===== config.mk =====
export PLATFORM = sky130hd
export DESIGN_NAME = rect_gate_gen
export DESIGN_NICKNAME = d
export VERILOG_FILES = /design/src/rtl/rgg_pkg.sv /design/src/rtl/rgg_shadow.sv /design/src/rtl/rgg_window.sv /design/src/rtl/rgg_leg.sv /design/src/rtl/rect_gate_gen.sv
export SDC_FILE = /design/constraint.sdc
export NUM_CORES = 1
export LEC_CHECK = 0
export BUFFER_PORTS_ARGS = -buffer_cell sky130_fd_sc_hd__buf_2
export CORE_ASPECT_RATIO = 0.7
export CORE_MARGIN = 3
export CORE_UTILIZATION = 35
export CTS_CLUSTER_DIAMETER = 60
export DETAILED_ROUTE_END_ITERATION = 16
export SETUP_SLACK_MARGIN = 0.02
export SLEW_MARGIN = 20
export SYNTH_ARGS = -nofsm -noshare
export SYNTH_HDL_FRONTEND = slang
export SYNTH_SLANG_ARGS = --single-unit

===== constraint.sdc =====
create_clock -name clk -period 3.35 [get_ports clk]
set_clock_uncertainty 0.1 [all_clocks]
set_input_delay 0.1675 -clock clk [delete_from_list [all_inputs] [get_ports clk]]
set_output_delay 0.1675 -clock clk [all_outputs]
set_load 0.005 [all_outputs]

===== src/rtl/rgg_pkg.sv =====
package rgg_pkg;

  localparam int NLEG = 3;
  localparam int NSW  = 2 * NLEG;

  // switch index: 0..2 = upper a,b,c ; 3..5 = lower a,b,c
  typedef struct packed {
    logic             valid;
    logic [NSW-1:0]   clamp;
    logic [NSW-1:0]   first;
    logic [NSW-1:0]   second;
  } rgg_pat_t;

  function automatic logic [NSW-1:0] rgg_bit(input int idx);
    logic [NSW-1:0] v;
    v = '0;
    v[idx] = 1'b1;
    return v;
  endfunction

  function automatic rgg_pat_t rgg_decode(input logic [2:0] sec);
    rgg_pat_t p;
    p = '0;
    p.valid = 1'b1;
    unique case (sec)
      3'd1: begin p.clamp = rgg_bit(0); p.first = rgg_bit(4); p.second = rgg_bit(5); end
      3'd2: begin p.clamp = rgg_bit(5); p.first = rgg_bit(0); p.second = rgg_bit(1); end
      3'd3: begin p.clamp = rgg_bit(1); p.first = rgg_bit(3); p.second = rgg_bit(5); end
      3'd4: begin p.clamp = rgg_bit(3); p.first = rgg_bit(1); p.second = rgg_bit(2); end
      3'd5: begin p.clamp = rgg_bit(2); p.first = rgg_bit(4); p.second = rgg_bit(3); end
      3'd6: begin p.clamp = rgg_bit(4); p.first = rgg_bit(0); p.second = rgg_bit(2); end
      default: p.valid = 1'b0;
    endcase
    return p;
  endfunction

endpackage


===== src/rtl/rgg_shadow.sv =====
module rgg_shadow #(
  parameter int CNT_W = 16
) (
  input  logic             clk,
  input  logic             rst_n,
  input  logic [2:0]       sector_i,
  input  logic [CNT_W-1:0] duty_i,
  input  logic [CNT_W-1:0] period_i,
  input  logic [CNT_W-1:0] cnt_i,
  output logic             wrap_o,
  output logic             armed_o,
  output logic [2:0]       sector_o,
  output logic [CNT_W-1:0] cmp_o
);

  function automatic logic [CNT_W-1:0] sat_cmp(input logic [CNT_W-1:0] d,
                                               input logic [CNT_W-1:0] p);
    return (d > p) ? p : d;
  endfunction

  logic             armed_q;
  logic [2:0]       sector_q;
  logic [CNT_W-1:0] cmp_q;

  assign wrap_o   = (cnt_i == '0);
  // the pattern taken at a zero count already governs that count
  assign armed_o  = wrap_o ? 1'b1 : armed_q;
  assign sector_o = wrap_o ? sector_i : sector_q;
  assign cmp_o    = wrap_o ? sat_cmp(duty_i, period_i) : cmp_q;

  always_ff @(posedge clk or negedge rst_n) begin
    if (!rst_n) begin
      armed_q  <= 1'b0;
      sector_q <= '0;
      cmp_q    <= '0;
    end else if (wrap_o) begin
      armed_q  <= 1'b1;
      sector_q <= sector_i;
      cmp_q    <= sat_cmp(duty_i, period_i);
    end
  end

endmodule


===== src/rtl/rgg_window.sv =====
module rgg_window #(
  parameter int CNT_W = 16
) (
  input  logic [CNT_W-1:0] cnt_i,
  input  logic [CNT_W-1:0] cmp_i,
  output logic             first_win_o,
  output logic             second_win_o
);

  assign first_win_o  = (cnt_i >= cmp_i);
  assign second_win_o = (cnt_i <  cmp_i);

endmodule


===== src/rtl/rgg_leg.sv =====
module rgg_leg (
  input  logic       clk,
  input  logic       rst_n,
  input  logic       enable_i,
  input  logic [1:0] clamp_i,   // {lower, upper}
  input  logic [1:0] first_i,
  input  logic [1:0] second_i,
  input  logic       first_win_i,
  input  logic       second_win_i,
  output logic       up_o,
  output logic       lo_o
);

  logic [1:0] drive_d;
  logic [1:0] drive_q;

  always_comb begin
    drive_d = clamp_i
            | (first_i  & {2{first_win_i}})
            | (second_i & {2{second_win_i}});
    if (!enable_i) drive_d = '0;
  end

  always_ff @(posedge clk or negedge rst_n) begin
    if (!rst_n) drive_q <= '0;
    else        drive_q <= drive_d;
  end

  assign up_o = drive_q[0];
  assign lo_o = drive_q[1];

endmodule


===== src/rtl/rect_gate_gen.sv =====
module rect_gate_gen #(
  parameter int CNT_W = 16
) (
  input  logic             clk,
  input  logic             rst_n,
  input  logic [2:0]       sector_i,
  input  logic [CNT_W-1:0] duty_i,
  input  logic [CNT_W-1:0] period_i,
  input  logic [CNT_W-1:0] tb_cnt_i,
  output logic [2:0]       gate_up_o,
  output logic [2:0]       gate_lo_o,
  output logic             sector_err_o
);
  import rgg_pkg::*;

  logic             wrap;
  logic             armed;
  logic [2:0]       eff_sector;
  logic [CNT_W-1:0] eff_cmp;
  logic             first_win;
  logic             second_win;
  rgg_pat_t         pat;
  logic             leg_en;
  logic             err_q;

  rgg_shadow #(.CNT_W(CNT_W)) shadow_i (
    .clk      (clk),
    .rst_n    (rst_n),
    .sector_i (sector_i),
    .duty_i   (duty_i),
    .period_i (period_i),
    .cnt_i    (tb_cnt_i),
    .wrap_o   (wrap),
    .armed_o  (armed),
    .sector_o (eff_sector),
    .cmp_o    (eff_cmp)
  );

  rgg_window #(.CNT_W(CNT_W)) window_i (
    .cnt_i        (tb_cnt_i),
    .cmp_i        (eff_cmp),
    .first_win_o  (first_win),
    .second_win_o (second_win)
  );

  assign pat    = rgg_decode(eff_sector);
  assign leg_en = armed & pat.valid;

  for (genvar ph = 0; ph < NLEG; ph++) begin : g_leg
    rgg_leg leg_i (
      .clk          (clk),
      .rst_n        (rst_n),
      .enable_i     (leg_en),
      .clamp_i      ({pat.clamp[ph+NLEG],  pat.clamp[ph]}),
      .first_i      ({pat.first[ph+NLEG],  pat.first[ph]}),
      .second_i     ({pat.second[ph+NLEG], pat.second[ph]}),
      .first_win_i  (first_win),
      .second_win_i (second_win),
      .up_o         (gate_up_o[ph]),
      .lo_o         (gate_lo_o[ph])
    );
  end

  always_ff @(posedge clk or negedge rst_n) begin
    if (!rst_n) err_q <= 1'b0;
    else        err_q <= armed & ~pat.valid;
  end

  assign sector_err_o = err_q;

endmodule


==> metrics.csv <==
stage,metric,value,unit
yosys,Post-Syn Nets,341,
critical_path,Startpoint Class,input port,
clock_tree,H-tree levels,1,
floorplanning,die height,73.2,um
clock_tree,# clock sinks,27,
timing,Final TNS setup,0,ns
grt,first-pass GRT wire length,9400,um
critical_path,Crit. End Element,flip-flop,
timing,final setup margin,0.0105,ns
clock_tree,Root Buffer Master,clkbuf_8,
power,Peak supply drop,169,uV
yosys,Synth Cell Area,2260,um2
timing,minimum clock period,3.34,ns
power,PD cells,238,nW/um2
final_layout,"Net count, final",436,
grt,initial antenna violation count,0,
hold_path,HP Class,input port to flip-flop,
yosys,Yosys Warn Count,0,
timing,count of pins over their slew limit,0,
power,Leakage,1.68,nW
floorplanning,num ports,60,
floorplanning,initial core utilization,37.8,%
detailed_routing,# DRC,0,
grt,largest net degree at the start of global routing,28,
critical_path,CP max FO,5,
floorplanning,row count,23,
critical_path,reg-to-reg setup timing slack,1.01,ns
clock_tree,Clock Path Buffers,2,
detailed_routing,Vias/cell,4.95,
yosys,post-synthesis compound-gate area fraction,21.8,%
floorplanning,die span in x,102,um
timing,final period utilization,99.7,%
detailed_routing,vias,2079,
critical_path,Max stage delay on crit path,0.33,ns
outcome,outcome,completed,
yosys,syn_area_per_cell,9.00,um2
yosys,simple-gate area share of the yosys netlist,12.1,%
yosys,largest area contributor in the netlist,dfrtp_1,
place,GPL Wtd Cong,0.862,
timing,Hold Fails Final Rpt,0,
yosys,Seq cells post-synth,27,
run,Max-Cap Viols,0,
hold_path,Hold Path Stages,3,
detailed_routing,Total Wirelength,6100,um
yosys,combinational family with the most area after synthesis,compound AO/OA/AOI/OAI gates,
place,Post-Place Setup Slack,-0.518,ns
grt,vias in the first global route,2057,
critical_path,Crit path max-delay family,compound AO/OA/AOI/OAI gates,
clock_tree,"CTS clk-pin slew, worst paths",0.11,ns
timing,Slew HR,57.3,%
yosys,synth top area cells,"dfrtp_1 (30%), ha_1 (20%), mux2i_1 (8.0%)",
grt,GRT Util Overall,16.0,%
final_layout,antenna cell count,0,
yosys,sequential area share after synthesis,29.9,%
clock_tree,clk_lat worst skew,0.29,ns
detailed_routing,Routed Antenna Nets,0,
critical_path,CP max-delay cell,a221o_1,
critical_path,WP data arrival,3.45,ns
timing,Max Freq,0.299,GHz
yosys,mux contribution to synthesized area,7.97,%
yosys,post-synth cell types,34,
detailed_routing,Iteration-0 DRC Markers,54,
detailed_routing,Routed WL per cell,14.5,um
place,Port Buffers,59,
final_layout,Area Overhead vs Synth,46.6,%
critical_path,Worst R2R Path Depth,10,
critical_path,critical path class,input port to flip-flop,
timing,Worst-Margin Slew,0.641,ns
floorplanning,Core Box Area,5990,um2
yosys,Post-Synthesis Cells,251,
critical_path,crit-path cells,buf_8 -> ha_4 -> nand4_1 -> buf_4 -> nor2_4 -> a221o_1 -> o31ai_4 -> buf_6 -> mux2i_4 -> a21o_1 -> ha_4 -> a21o_1 -> a221o_1 -> a21o_1 -> a211oi_2 -> buf_4 -> a31oi_1 -> o22ai_1,
timing,unrepaired setup endpoints after global routing,true,
clock_tree,TritonCTS clock tree,done,
critical_path,crit-path most repeated cell,a21o_1,
floorplanning,total die area,7470,um2
place,HPWL after DPL,4760,um
detailed_routing,Pre-antenna DRT Iters,4,
critical_path,Worst EP required,3.46,ns
grt,grt total ovfl,0,
critical_path,Worst Path Buf+Inv,4,
critical_path,Crit. path cell count,18,
clock_tree,total CTS buffers,3,
timing,final setup fails,0,
yosys,post-synth top area share,29.9,%
yosys,adder-cell share of the synthesized area,20.5,%
yosys,Post-Synth XOR/XNOR Area,0,%
final_layout,share of post-route cells with drive strength above 1,42.0,%
[tightest hold or removal path: cells and delay by family]
family | cells | cell delay [ns]
buffers and inverters | 1 | 0.09
AOI/OAI and AO/OA | 1 | 0.14
muxes | 1 | 0.07
[through the flow]
step	util, %	power [mW]	hold WS [ns]	cells	cell area [um2]
floorplan	-	0.444	-0.228	251	2350
global placement	49.2	0.543	0.136	409	2950
detailed placement	49.2	0.544	0.139	409	2950
CTS	53.7	0.777	0.106	416	3220
global route	55.4	0.832	0.120	420	3310
finish	55.4	0.789	0.116	420	3310
[area by class of cell]
type | count | area, um2
clock buffers | 3 | 41.3
clock inverters | 1 | 7.51
fillers | 552 | 2670
inverters | 25 | 116
multi-input cells | 186 | 1660
flip-flops and latches | 27 | 676
well taps | 75 | 93.8
repair buffers | 103 | 721
[cell families (layout without fill, tap and decap cells)]
kind of cell,count (synthesis),in the layout
multiplexers,18,18
AND/OR/NAND/NOR,59,59
buffers and inverters,38,132
flip-flops,27,27
AO/OA/AOI/OAI,72,72
adder cells (fa/ha/maj),37,37
[sequential cells by signal (all words and copies together), names as in the netlist]
name / cells
sector_err_o: 1
shadow_i.cmp_q: 16
shadow_i.sector_q: 3
g_leg.leg_i.drive_q: 6
shadow_i.armed_q: 1
[cell usage after synthesis]
cell       number
ha_1           37
a21oi_1        27
dfrtp_1        27
inv_1          25
nor2_1         21
a21o_1         18
mux2i_1        18
nand2_1        16
nand3_1         7
buf_4           6
clkbuf_1        6
nor4_1          6
o21ai_0         4
a31oi_1         3
nand4_1         3
a21boi_1        2
a221o_1         2
and4_1          2
nor2b_1         2
o211a_1         2
o211ai_1        2
o21a_1          2
o31ai_1         2
a211oi_2        1
a21oi_2         1
and3_1          1
buf_8           1
o21ai_1         1
o221a_2         1
o22ai_1         1
o2bb2ai_1       1
o31ai_4         1
o32ai_1         1
or3_1           1
[routing by layer]
layer / share of wire [%] / GRT usage [%] / vias to the layer above
met5: 0 / 0 / -
met4: 0.48 / 2.04 / 0
met3: 5.1 / 3.25 / 4
met2: 44 / 24.2 / 52
met1: 51 / 24.2 / 938
li1: - / - / 1085
[where the power goes]
part           internal (mW)  total (mW)  switching [mW]
logic                  0.140       0.260           0.120
registers              0.328       0.328        0.000506
clock network         0.0848       0.200           0.115
[what timing repair did]
| item | 4_1_cts | 5_1_grt |
|---|---|---|
| resized for setup | 38 | 14 |
| endpoints found under the hold margin | 27 | 0 |
| hold buffers | 1 | 0 |
| buffers inserted | 2 | 4 |
| endpoints found under the setup margin | 6 | 6 |
| pin swaps | 7 | 9 |
[cells in the final DEF (no fill, tap or decap), types with 3 or more instances in the layout]
cell / count
o21ai_0: 3
nor2_1: 20
a21oi_1: 24
nand2_1: 16
inv_2: 5
mux2i_1: 15
buf_6: 10
dfrtp_1: 27
buf_4: 41
a21o_1: 18
a21oi_2: 3
inv_4: 4
inv_1: 15
ha_4: 12
clkbuf_8: 3
nand3_1: 7
ha_1: 25
buf_2: 48
a31oi_1: 3
nor4_1: 4
nand4_1: 3
[worst paths after layout]
path                               startpoint                         to
max                                duty_i[14]  g_leg[1].leg_i.drive_q[0]
min                                duty_i[14]         shadow_i.cmp_q[14]
max reg2reg                shadow_i.cmp_q[13]  g_leg[1].leg_i.drive_q[0]
min reg2reg                 shadow_i.cmp_q[5]          shadow_i.cmp_q[5]
max in group asynchronous               rst_n          shadow_i.cmp_q[6]
min in group asynchronous               rst_n          shadow_i.cmp_q[0]
Note: power is estimated with default switching activity, not from simulation.
